**src/rtl/scsi_sel_pkg.sv**
```systemverilog
package scsi_sel_pkg;

  localparam int SEL_ID_W = 3;

  typedef struct packed {
    logic                succeeded;
    logic                atn;
    logic [SEL_ID_W-1:0] id;
  } sel_status_t;

  typedef enum logic [1:0] {
    TK_IDLE,
    TK_ARM,
    TK_SETTLE,
    TK_HOLD
  } take_state_t;

  function automatic int ns_to_cycles(input int ns, input int period_ns);
    return (ns + period_ns - 1) / period_ns;
  endfunction

endpackage

```
**src/rtl/ssd_sync.sv**
```systemverilog
module ssd_sync #(
  parameter int W      = 1,
  parameter int STAGES = 2
) (
  input  logic         clk,
  input  logic         rst_n,
  input  logic [W-1:0] d,
  output logic [W-1:0] q
);

  logic [W-1:0] stg [STAGES];

  always_ff @(posedge clk or negedge rst_n) begin
    if (!rst_n) begin
      for (int s = 0; s < STAGES; s++) stg[s] <= '0;
    end else begin
      stg[0] <= d;
      for (int s = 1; s < STAGES; s++) stg[s] <= stg[s-1];
    end
  end

  assign q = stg[STAGES-1];

endmodule

```
**src/rtl/ssd_id_match.sv**
```systemverilog
module ssd_id_match #(
  parameter int NUM_TGT  = 4,
  parameter int CFG_ID_W = 4
) (
  input  logic [7:0]                  data,
  input  logic [NUM_TGT-1:0]          en,
  input  logic [NUM_TGT*CFG_ID_W-1:0] ids,
  output logic                        hit,
  output logic [2:0]                  id
);

  logic [NUM_TGT-1:0] slot_hit;
  logic [2:0]         slot_id [NUM_TGT];

  for (genvar t = 0; t < NUM_TGT; t++) begin : g_slot
    logic [CFG_ID_W-1:0] cur;
    assign cur         = ids[t*CFG_ID_W +: CFG_ID_W];
    assign slot_id[t]  = cur[2:0];
    assign slot_hit[t] = en[t] && (cur <= CFG_ID_W'(7)) && data[cur[2:0]];
  end

  // lowest slot index wins
  always_comb begin
    hit = 1'b0;
    id  = 3'd0;
    for (int t = NUM_TGT - 1; t >= 0; t--) begin
      if (slot_hit[t]) begin
        hit = 1'b1;
        id  = slot_id[t];
      end
    end
  end

endmodule

```
**src/rtl/ssd_rst_filter.sv**
```systemverilog
module ssd_rst_filter #(
  parameter int FILT_CYC = 50
) (
  input  logic clk,
  input  logic rst_n,
  input  logic rst_in,
  output logic evt
);

  localparam int CW = $clog2(FILT_CYC + 1);

  logic          prev;
  logic          waiting;
  logic [CW-1:0] cnt;

  always_ff @(posedge clk or negedge rst_n) begin
    if (!rst_n) begin
      prev    <= 1'b0;
      waiting <= 1'b0;
      cnt     <= '0;
      evt     <= 1'b0;
    end else begin
      prev <= rst_in;
      evt  <= 1'b0;
      if (!waiting) begin
        if (rst_in && !prev) begin
          waiting <= 1'b1;
          cnt     <= '0;
        end
      end else if (cnt == CW'(FILT_CYC - 1)) begin
        waiting <= 1'b0;
        evt     <= rst_in;   // second look decides
      end else begin
        cnt <= cnt + 1'b1;
      end
    end
  end

endmodule

```
**src/rtl/ssd_takeover.sv**
```systemverilog
module ssd_takeover
  import scsi_sel_pkg::*;
#(
  parameter int SETTLE_CYC = 10
) (
  input  logic clk,
  input  logic rst_n,
  input  logic clear,
  input  logic clear_mode,
  input  logic req,
  input  logic atn_s,
  output logic drv_en,
  output logic drv_bsy,
  output logic done,
  output logic atn_flag,
  output logic legacy,
  output logic ua_clr
);

  localparam int CW = $clog2(SETTLE_CYC + 1);

  take_state_t   st;
  logic [CW-1:0] cnt;

  always_ff @(posedge clk or negedge rst_n) begin
    if (!rst_n) begin
      st       <= TK_IDLE;
      cnt      <= '0;
      drv_en   <= 1'b0;
      drv_bsy  <= 1'b0;
      done     <= 1'b0;
      atn_flag <= 1'b0;
      legacy   <= 1'b0;
      ua_clr   <= 1'b0;
    end else begin
      done   <= 1'b0;
      ua_clr <= 1'b0;
      if (clear) begin
        st       <= TK_IDLE;
        cnt      <= '0;
        drv_en   <= 1'b0;
        drv_bsy  <= 1'b0;
        atn_flag <= 1'b0;
        if (clear_mode) legacy <= 1'b0;
      end else begin
        unique case (st)
          TK_IDLE: if (req) begin
            st     <= TK_ARM;
            drv_en <= 1'b1;
          end
          TK_ARM: begin
            st      <= TK_SETTLE;
            drv_bsy <= 1'b1;
            cnt     <= '0;
          end
          TK_SETTLE: begin
            if (cnt == CW'(SETTLE_CYC - 1)) begin
              st       <= TK_HOLD;
              done     <= 1'b1;
              atn_flag <= atn_s;
              legacy   <= !atn_s;
              ua_clr   <= !atn_s;
            end else begin
              cnt <= cnt + 1'b1;
            end
          end
          TK_HOLD: ;
          default: st <= TK_IDLE;
        endcase
      end
    end
  end

endmodule

```
**src/rtl/scsi_sel_detect.sv**
```systemverilog
module scsi_sel_detect
  import scsi_sel_pkg::*;
#(
  parameter int NUM_TGT       = 4,
  parameter int CFG_ID_W      = 4,
  parameter int CLK_PERIOD_NS = 10,
  parameter int SETTLE_NS     = 100,
  parameter int RST_FILTER_NS = 500,
  parameter int SYNC_STAGES   = 2
) (
  input  logic                        clk,
  input  logic                        rst_n,
  input  logic                        bus_sel,
  input  logic                        bus_bsy,
  input  logic                        bus_atn,
  input  logic                        bus_rst,
  input  logic [7:0]                  bus_data,
  input  logic [NUM_TGT-1:0]          cfg_tgt_en,
  input  logic [NUM_TGT*CFG_ID_W-1:0] cfg_tgt_id,
  output logic                        sts_valid,
  input  logic                        sts_ready,
  output logic [4:0]                  sts_word,
  output logic                        sel_latched,
  input  logic                        take_req,
  input  logic                        bus_free_req,
  output logic                        drv_en,
  output logic                        drv_bsy,
  output logic                        take_done,
  output logic                        atn_flag,
  output logic                        legacy_mode,
  output logic                        ua_clear,
  output logic                        bus_reset_pulse
);

  localparam int SETTLE_RAW = ns_to_cycles(SETTLE_NS, CLK_PERIOD_NS);
  localparam int RST_RAW    = ns_to_cycles(RST_FILTER_NS, CLK_PERIOD_NS);
  localparam int SETTLE_CYC = (SETTLE_RAW < 1) ? 1 : SETTLE_RAW;
  localparam int RST_CYC    = (RST_RAW < 1) ? 1 : RST_RAW;
  localparam int BUS_W      = 12;

  logic [BUS_W-1:0] bus_raw, bus_s;
  logic             sel_s, bsy_s, atn_s, rst_s;
  logic [7:0]       data_s;

  assign bus_raw = {bus_sel, bus_bsy, bus_atn, bus_rst, bus_data};

  ssd_sync #(.W(BUS_W), .STAGES(SYNC_STAGES)) u_sync (
    .clk(clk), .rst_n(rst_n), .d(bus_raw), .q(bus_s)
  );

  assign sel_s  = bus_s[11];
  assign bsy_s  = bus_s[10];
  assign atn_s  = bus_s[9];
  assign rst_s  = bus_s[8];
  assign data_s = bus_s[7:0];

  logic       hit;
  logic [2:0] hit_id;

  ssd_id_match #(.NUM_TGT(NUM_TGT), .CFG_ID_W(CFG_ID_W)) u_match (
    .data(data_s), .en(cfg_tgt_en), .ids(cfg_tgt_id), .hit(hit), .id(hit_id)
  );

  logic rst_evt;

  ssd_rst_filter #(.FILT_CYC(RST_CYC)) u_rstf (
    .clk(clk), .rst_n(rst_n), .rst_in(rst_s), .evt(rst_evt)
  );

  logic clear_all;
  assign clear_all = bus_free_req | rst_evt;

  ssd_takeover #(.SETTLE_CYC(SETTLE_CYC)) u_take (
    .clk(clk), .rst_n(rst_n), .clear(clear_all), .clear_mode(rst_evt),
    .req(take_req), .atn_s(atn_s), .drv_en(drv_en), .drv_bsy(drv_bsy),
    .done(take_done), .atn_flag(atn_flag), .legacy(legacy_mode), .ua_clr(ua_clear)
  );

  // selection window: SEL on, BSY off, and not our own BSY
  logic        win, win_q, capture;
  sel_status_t sts_q;

  assign win     = sel_s && !bsy_s && !drv_bsy;
  assign capture = win && !win_q && hit && !sts_valid;

  always_ff @(posedge clk or negedge rst_n) begin
    if (!rst_n) begin
      win_q       <= 1'b0;
      sts_valid   <= 1'b0;
      sts_q       <= '0;
      sel_latched <= 1'b0;
    end else begin
      win_q <= win;
      if (clear_all) begin
        sts_valid   <= 1'b0;
        sts_q       <= '0;
        sel_latched <= 1'b0;
      end else begin
        if (sts_valid && sts_ready) sts_valid <= 1'b0;
        if (capture) begin
          sts_valid       <= 1'b1;
          sts_q.succeeded <= 1'b1;
          sts_q.atn       <= 1'b1;
          sts_q.id        <= hit_id;
          sel_latched     <= 1'b1;
        end
      end
    end
  end

  assign sts_word        = sts_q;
  assign bus_reset_pulse = rst_evt;

endmodule

```
**config.mk**
```make
export PLATFORM = sky130hd
export DESIGN_NAME = scsi_sel_detect
export DESIGN_NICKNAME = d
export VERILOG_FILES = /design/src/rtl/scsi_sel_pkg.sv /design/src/rtl/ssd_sync.sv /design/src/rtl/ssd_id_match.sv /design/src/rtl/ssd_rst_filter.sv /design/src/rtl/ssd_takeover.sv /design/src/rtl/scsi_sel_detect.sv
export SDC_FILE = /design/constraint.sdc
export NUM_CORES = 1
export LEC_CHECK = 0
export BUFFER_PORTS_ARGS = -buffer_cell sky130_fd_sc_hd__buf_2
export CORE_UTILIZATION = 42
export CTS_CLUSTER_SIZE = 30
export DETAILED_ROUTE_END_ITERATION = 10
export MAX_ROUTING_LAYER = met4
export PLACE_DENSITY_LB_ADDON = 0.1
export SYNTH_ARGS = -nofsm -noshare
export SYNTH_HDL_FRONTEND = slang
export SYNTH_SLANG_ARGS = --single-unit
```
**constraint.sdc**
```tcl
create_clock -name clk -period 3.9 [get_ports clk]
set_clock_uncertainty 0.2 [all_clocks]
set_input_delay 0.195 -clock clk [delete_from_list [all_inputs] [get_ports clk]]
set_output_delay 0.195 -clock clk [all_outputs]
set_load 0.05 [all_outputs]
```
==> impl.org, run 1 <==
** STA
- Setup repair after global routing left no endpoint under its margin.
- The worst pin sits at a relative slew slack of 0.582.
- Final worst slack :: 1.79 ns
- For the pin with the worst max-slew slack, the measured transition is 0.620 ns.
- After layout, the minimum clock period comes to 2.11 ns.
- Count of endpoints failing hold in the final timing report :: 0
- Setup violations remaining at the end of the flow were counted as 0.
- In the final timing run, aggregate negative setup slack is 0 ns.
- The final number of max-transition violations was 0.
- Based on the critical path, the design can be clocked at up to 473 MHz.
- Dividing the final minimum period by the clock period gives 0.542.

** Floorplan
- Starting Density :: 0.435
- Core Footprint :: 5510 um^2
- 51 I/O pins were placed.
- Chip Height :: roughly 77 um
- Cell row count :: 27
- From left edge to right edge, the die measures 77.5 um.
- The die covers 6000 um^2.

** Placement
- Cell total after placement :: 331
- HPWL after DPL :: 3450 um
- During placement, the flow inserted port buffers numbering 50.
- Timing analysis after detailed placement gives a worst setup slack of approximately 1.8 ns.
- Routability-driven placement finished with a final weighted congestion of 0.839.

** Layout
- Net total in the final layout :: 327
- The library cells used most frequently in the layout, excluding fill and tap cells, are dfrtp_1, buf_2, nor2_1, dlygate4sd3_1, mux2i_1.
- Leaving out fill and tap cells, the most frequent cell in the layout is dfrtp_1.
- Compared with the post-synthesis result, the final layout area differs by 25.0%.
- Final instance count without filler cells :: 356
- 0 antenna diodes ended up in the layout.
- In the final layout, the share of cells above drive strength 1 is 0.246.

** GRT
- In the global route stage, met1 resource usage came out at 0.233.
- In this run the most used layer during global routing was met2.
- All-Layer GR Usage :: 0.179
- Entering global routing, the biggest net connects 52 pins.
- Number of global-route vias before repair :: 1,774
- For met2 alone, demand over resource in global routing was 0.282.
- Initial antenna violation count :: 0
- The first global-routing pass estimated ~8200 um of wire.
- In the global route stage, met3 resource usage came out at 0.0365.
- Total congestion overflow after global routing :: 0

** Setup path
- Maximum fanout along the worst path :: 6
- For the worst setup path, the data required time is 3.91 ns.
- Data arrives at the worst endpoint at 2.13 ns.
- Cell repeated most along the worst path :: inv_1
- Type of origin of the critical path :: register
- STA classifies the critical path endpoint as a register.
- The largest individual stage delay along the critical path comes from the cell o21ai_0.
- The signal on the critical path passes through inv_1 -> ha_1 -> nand4b_1 -> o21ai_0 -> o31a_1 -> inv_1 -> o22ai_1.
- Peak per-stage delay on the critical path :: 0.52 ns
- By startpoint and endpoint, the worst setup path is classified as register to register.

** Hold path
- Worst Hold Class :: register to register

** Synth
- The share of synthesized area in the top cell type comes to 0.533.
- Of the synthesized area, sequential elements account for 0.533.
- A synthesized cell averages 11.2 um^2.
- Count of mapped cells out of synthesis :: ~210
- Synth Cell Area :: 2390 um^2
- Number of warnings issued by yosys :: 0
- Post-synthesis cell type with the largest combined area :: dfrtp_1
- Primary FF master, synth :: dfrtp_1
- Seq cells post-synth :: 51
- The number of nets in the synthesized netlist is 258.
- For this run, asynchronously set or reset flops after synthesis account for 1.00.
- Counting distinct cell types in the post-synthesis netlist gives 45.
- Yosys mapped a number of flops with a built-in enable equal to 0.
- Top area cells in the synthesized netlist :: dfrtp_1, mux2i_1, nor2_1

** CTS
- Buffer cell driving the clock tree root :: clkbuf_8
- Clock transition time at the flip-flop clock pins of the worst setup and hold paths :: roughly 0.08 ns
- Clock tree from TritonCTS :: done
- No sink is reached through more buffers than the 2 on the longest clock path.
- The number of clock buffers added by TritonCTS is 5.
- Clk Latency, worst-skew pair :: about 0.30 ns
- The H-tree generated during clock tree synthesis spans 2 levels.
- The tree built by TritonCTS fans out to 51 sinks.
- Number of setup buffers added after CTS :: 0

** Route
- The routed layout has around 1,800 vias.
- Per-cell routed wire length :: between 10 and 15 um
- The detail route stage leaves a number of antenna-violating nets equal to 0.
- Final routed wirelength across all metal layers :: 4710 um
- Via density :: 5.13
- DRC violation count after routing :: 0
- For this run, the detailed router's first-pass iteration total came to 4.
- After the first detailed-routing iteration, the DRC count stood at 77.

** Run status
- Status :: complete, no violations

** Power
- Power Density :: 470 nW/um^2
- IR Drop Worst-Case VDD :: around 270 uV
- In this run the static leakage power is between 1 and 1.5 nW.

** Job
- Max capacitance violation total :: 0
## cell type report
| cell class | instances | area [um^2] |
|---|---|---|
| clock buffer | 5 | 68.8 |
| clock inverter | 3 | 43.8 |
| fill | 507 | 2510 |
| inverter | 11 | 41.3 |
| multi-input combinational | 146 | 1040 |
| sequential | 51 | 1280 |
| tap | 72 | 90.1 |
| timing repair buffer | 68 | 428 |
## state kept, by name, summed over array words and instances, names as in the netlist, 2 cells and up
name,count
u_take.st,2
u_rstf.cnt,6
u_take.cnt,4
sts_word,3
u_sync.q,12
u_sync.stg,12
## layer usage
| layer | share of wire | up-vias |
|---|---|---|
| met5 | 0 | - |
| met4 | 0.012 | 0 |
| met3 | 0.033 | 6 |
| met2 | 0.48 | 37 |
| met1 | 0.48 | 874 |
| li1 | - | 908 |
## power breakdown
group          switching (W)  internal [W]
clock network       0.000167      0.000191
registers          0.0000643      0.000598
logic               0.000227      0.000159
total               0.000458      0.000948
## worst max-delay path: cells and delay by family, from the launching register on
kind            cells  cell delay, ns
compound gates      3            1.01
fa+ha+maj           1            0.14
buf+inv             2            0.16
flops               1            0.41
simple gates        1            0.11
## synthesized netlist by cell type (4+ instances only)
cell type and number:
mux2_2 4, nand3b_1 6, a22oi_1 4, nor2_1 28
a21oi_1 6, o21ai_0 10, nand4b_1 4, nand3_1 7
nor2b_1 6, dfrtp_1 51, mux2i_1 15, ha_1 7
inv_1 11, nand2_1 8
## per-stage QoR
stage / utilization / cell area, um^2 / hold slack, ns / total power (W)
after floorplan: - / 2390 / -0.301 / 0.000938
after global placement: 0.492 / 2710 / 0.103 / 0.00104
after detailed placement: 0.492 / 2710 / 0.105 / 0.00105
after CTS: 0.544 / 2990 / 0.155 / 0.00142
after global routing: 0.544 / 2990 / 0.160 / 0.00151
final: 0.544 / 2990 / 0.153 / 0.00141
## logic make-up (layout without fill, tap and decap cells)
logic type / Yosys count / count (layout) / share of synthesized area
AOI/OAI and AO/OA: 40 / 40 / 0.126
and+or+nand+nor: 75 / 75 / 0.163
DFF: 51 / 51 / 0.533
buffers and inverters: 17 / 87 / 0.0303
adders and majority gates: 7 / 7 / 0.0366
muxes: 21 / 21 / 0.100
xor gates and xnor gates: 3 / 3 / 0.0110
## worst paths after layout
kind	from	slack, ns	cells past startpoint	endpoint
max in group asynchronous	rst_n	2.76	3	u_rstf.waiting
min in group asynchronous	rst_n	0.33	3	u_sync.q[1]
setup reg to reg	u_rstf.cnt[1]	1.79	7	u_rstf.cnt[1]
setup / recovery	u_rstf.cnt[1]	1.79	7	u_rstf.cnt[1]
hold reg to reg	u_sync.stg[14]	0.15	0	u_sync.q[2]
hold / removal	u_sync.stg[14]	0.15	0	u_sync.q[2]
## timing repair
action	4_1_cts	5_1_grt
gates resized for setup	0	0
endpoints found under the hold margin	67	0
hold buffers	17	0
(Power assumes the default switching activity.)
==> inputs of run 2 (changes only) <==
==> constraint.sdc (replaced) <==
create_clock -name clk -period 1.7 [get_ports clk]
set_clock_uncertainty 0.2 [all_clocks]
set_input_delay 0.085 -clock clk [delete_from_list [all_inputs] [get_ports clk]]
set_output_delay 0.085 -clock clk [all_outputs]
set_load 0.05 [all_outputs]
==> impl.org, run 2 (same netlist as run 1, synthesis figures left out) <==
** Run status
- Status :: finished with violations
- Violated checks :: setup timing

** Hold path
- The tightest min-delay check is of the input pin to async pin type.

** GRT
- The first-pass GRT wire length is 8940 um (+9.4%).
- The initial antenna violation count came to 0 (unchanged).
- Global routing usage on met2 :: 0.329 (+0.0469)
- Pin count of the biggest net entering global routing :: 52 (unchanged)
- The aggregate global-route resource usage was 0.197 (+0.0178).
- The number of global-route vias before repair is 1,957 (+10%).
- After global routing, the most crowded layer is met2.
- The total grt overflow came to 0 (unchanged).
- Global routing met3 resource utilization :: 0.0376 (+0.00118)
- The met1 demand-to-capacity share in global routing is 0.242 (+0.00844).

** Floorplan
- Chip Height :: 77.5 um (unchanged)
- DIE WIDTH :: 77.5 um (unchanged)
- Cell row count :: 27 (unchanged)
- Starting Density :: 0.435 (unchanged)
- The area of the die came to 6000 um^2 (unchanged).
- Num ports :: 51 (unchanged)
- The placeable core region was 5510 um^2 (unchanged).

** STA
- Final worst slack :: -0.355 ns (-2.14 ns)
- RSZ-0062 raised after global routing :: true
- The count of final setup violators is 5 (+5).
- Fraction of the cycle the final worst path needs :: 1.21 (+0.667)
- The total negative slack is -1.54 ns (-1.54 ns).
- Min Clock Period, post-route :: 2.05 ns (-0.0586 ns)
- The worst slew slack as a fraction of its limit was 0.716 (+0.133).
- Highest clock rate :: 487 MHz (+2.9%)
- The measured slew at the worst slew-check pin is 0.421 ns (-0.199 ns).
- Count of endpoints failing hold in the final timing report :: 0 (unchanged)
- Final Max Slew Viols :: 0 (unchanged)

** Layout
- The register cell area after layout was 1280 um^2 (unchanged).
- The library cell used most frequently in the layout, excluding fill and tap cells, is dfrtp_1.
- From synthesis to final layout, the design area changed by 39.3%.
- Final instance count without filler cells :: 390 (+9.6%)
- Net total in the final layout :: 361 (+10%)
- Most frequent cells in the layout :: dfrtp_1, buf_2, buf_4, nor2_1, dlygate4sd3_1
- The area of combinational cells with multiple inputs is 1140 um^2 (+9.2%).
- Final core utilization :: 0.605 (+0.0618)
- Diode count :: 0 (unchanged)
- Fill cell count :: 472 (-6.9%)
- The share of final-layout standard cells stronger than drive strength 1 is 0.371 (+0.125).

** Setup path
- The worst-path maximum fanout is 4 (-2).
- Number of cells traversed by the worst register-to-register path :: 7 (unchanged)
- STA classifies the critical path endpoint as a register.
- Critical path data arrival time :: 2.03 ns (-0.10 ns)
- Type of origin of the critical path :: register
- Critical path start-end classification :: register to register
- Required time at the endpoint of the critical path :: 1.68 ns (-2.23 ns)

** Job
- The number of max-cap violations was 0 (unchanged).

** Route
- The mean number of vias per cell is 5.13 (about the same).
- Antenna-violating nets left :: 0 (unchanged)
- Per-cell routed wire length :: 13.9 um (+4.7%)
- Initial DRT Pass Iterations :: 4 (unchanged)
- The number of vias after detailed routing came to 2,001 (+9.6%).
- DRC violation count after routing :: 0 (unchanged)
- Final routed wirelength across all metal layers :: 5400 um (+15%)
- Initial DRC Count :: 83 (+7.8%)

** CTS
- Clk Latency, worst-skew pair :: 0.30 ns (about the same)
- CTS HTree Levels :: 2 (unchanged)
- The maximum buffer depth of the clock tree is 2 (unchanged).
- The clock-pin slew on the worst setup and hold paths came to 0.09 ns (about the same).
- The number of clock sinks seen by CTS is 51 (unchanged).
- The root buffer cell chosen for the clock tree is clkbuf_8.
- TritonCTS built the clock tree.
- Number of CTS-inserted buffers :: 5 (unchanged)

** Placement
- Cell total after placement :: 358 (+8.2%)
- HPWL after DPL :: 3780 um (+9.7%)
- Gp weighted congestion :: 0.848 (+1.1%)
- The setup slack at placement came to -0.343 ns (-2.13 ns).
- Count of port buffers added during placement :: 50 (unchanged)

** Power
- Share of power burned in the clock network :: 0.197 (-0.058)
- Power Density :: 1020 nW/um^2 (+120%)
- The switching power is 0.00116 W (+150%).
- The static leakage was 1.55 nW (+11%).
- Reg power frac :: 0.442 (-0.029)
- The total internal power came to 0.00224 W (+140%).
- Fraction of power spent switching nets :: 0.342 (+0.0163)
- Combinational Power Share :: 0.361 (+0.087)
- The worst-case vdd ir drop came to 819 uV (+210%).
- Pwr Total :: 0.00340 W (+140%)
[run 2: area by class of cell]
class	instances	area share
clock buffer	6	0.0218
tap	72	0.0270
sequential	51	0.383
clock inverter	2	0.00375
multi-input combinational	146	0.342
timing repair buffer	102	0.210
inverter	11	0.0124
[run 2: layer usage]
layer	routed length, um	up-vias	share of wire
met5	0	-	0
met1	2400	974	0.44
met3	227	7	0.042
met2	2700	45	0.50
li1	-	975	-
met4	72	0	0.013
[run 2: worst max-delay path, stage by stage (launching register included)]
cell,delay (ns)
dfrtp_1,0.42
mux4_2,0.49
nor2_2,0.09
nand4b_1,0.24
buf_4,0.17
o211ai_1,0.08
o211ai_1,0.13
a311oi_2,0.12
[run 2: through the flow]
stage	cell area, um^2	hold WS, ns
floorplan	2410	-0.411
finish	3330	0.0957
global route	3330	0.125
detailed placement	2940	-0.103
CTS	3200	0.0967
global placement	2940	-0.100
[run 2: worst paths after layout]
kind / end / slack (ns) / from
worst min register to register: u_sync.q[3] / 0.15 / u_sync.stg[15]
worst min-delay path: u_sync.stg[17] / 0.1 / rst_n
max in group asynchronous: u_sync.q[8] / 0.98 / rst_n
worst max register to register: sts_word[1] / -0.35 / u_sync.q[2]
worst max-delay path: sts_word[1] / -0.35 / u_sync.q[2]
min in group clk: sts_word[2] / 0.12 / cfg_tgt_id[2]
[run 2: repair_timing]
action	CTS	global route
buffers inserted	1	6
pin swaps	3	11
hold buffers	17	0
setup endpoints to repair	5	15
endpoints found under the hold margin	67	0
resized for setup	1	22
[run 2: power by group through the flow]
stage	Clock, W	Sequential [W]	Combinational, W
floorplan	0	0.00160	0.000558
global placement	0	0.00151	0.00101
detailed placement	0	0.00151	0.00102
CTS	0.000705	0.00149	0.00105
global route	0.000745	0.00153	0.00137
finish	0.000669	0.00151	0.00123
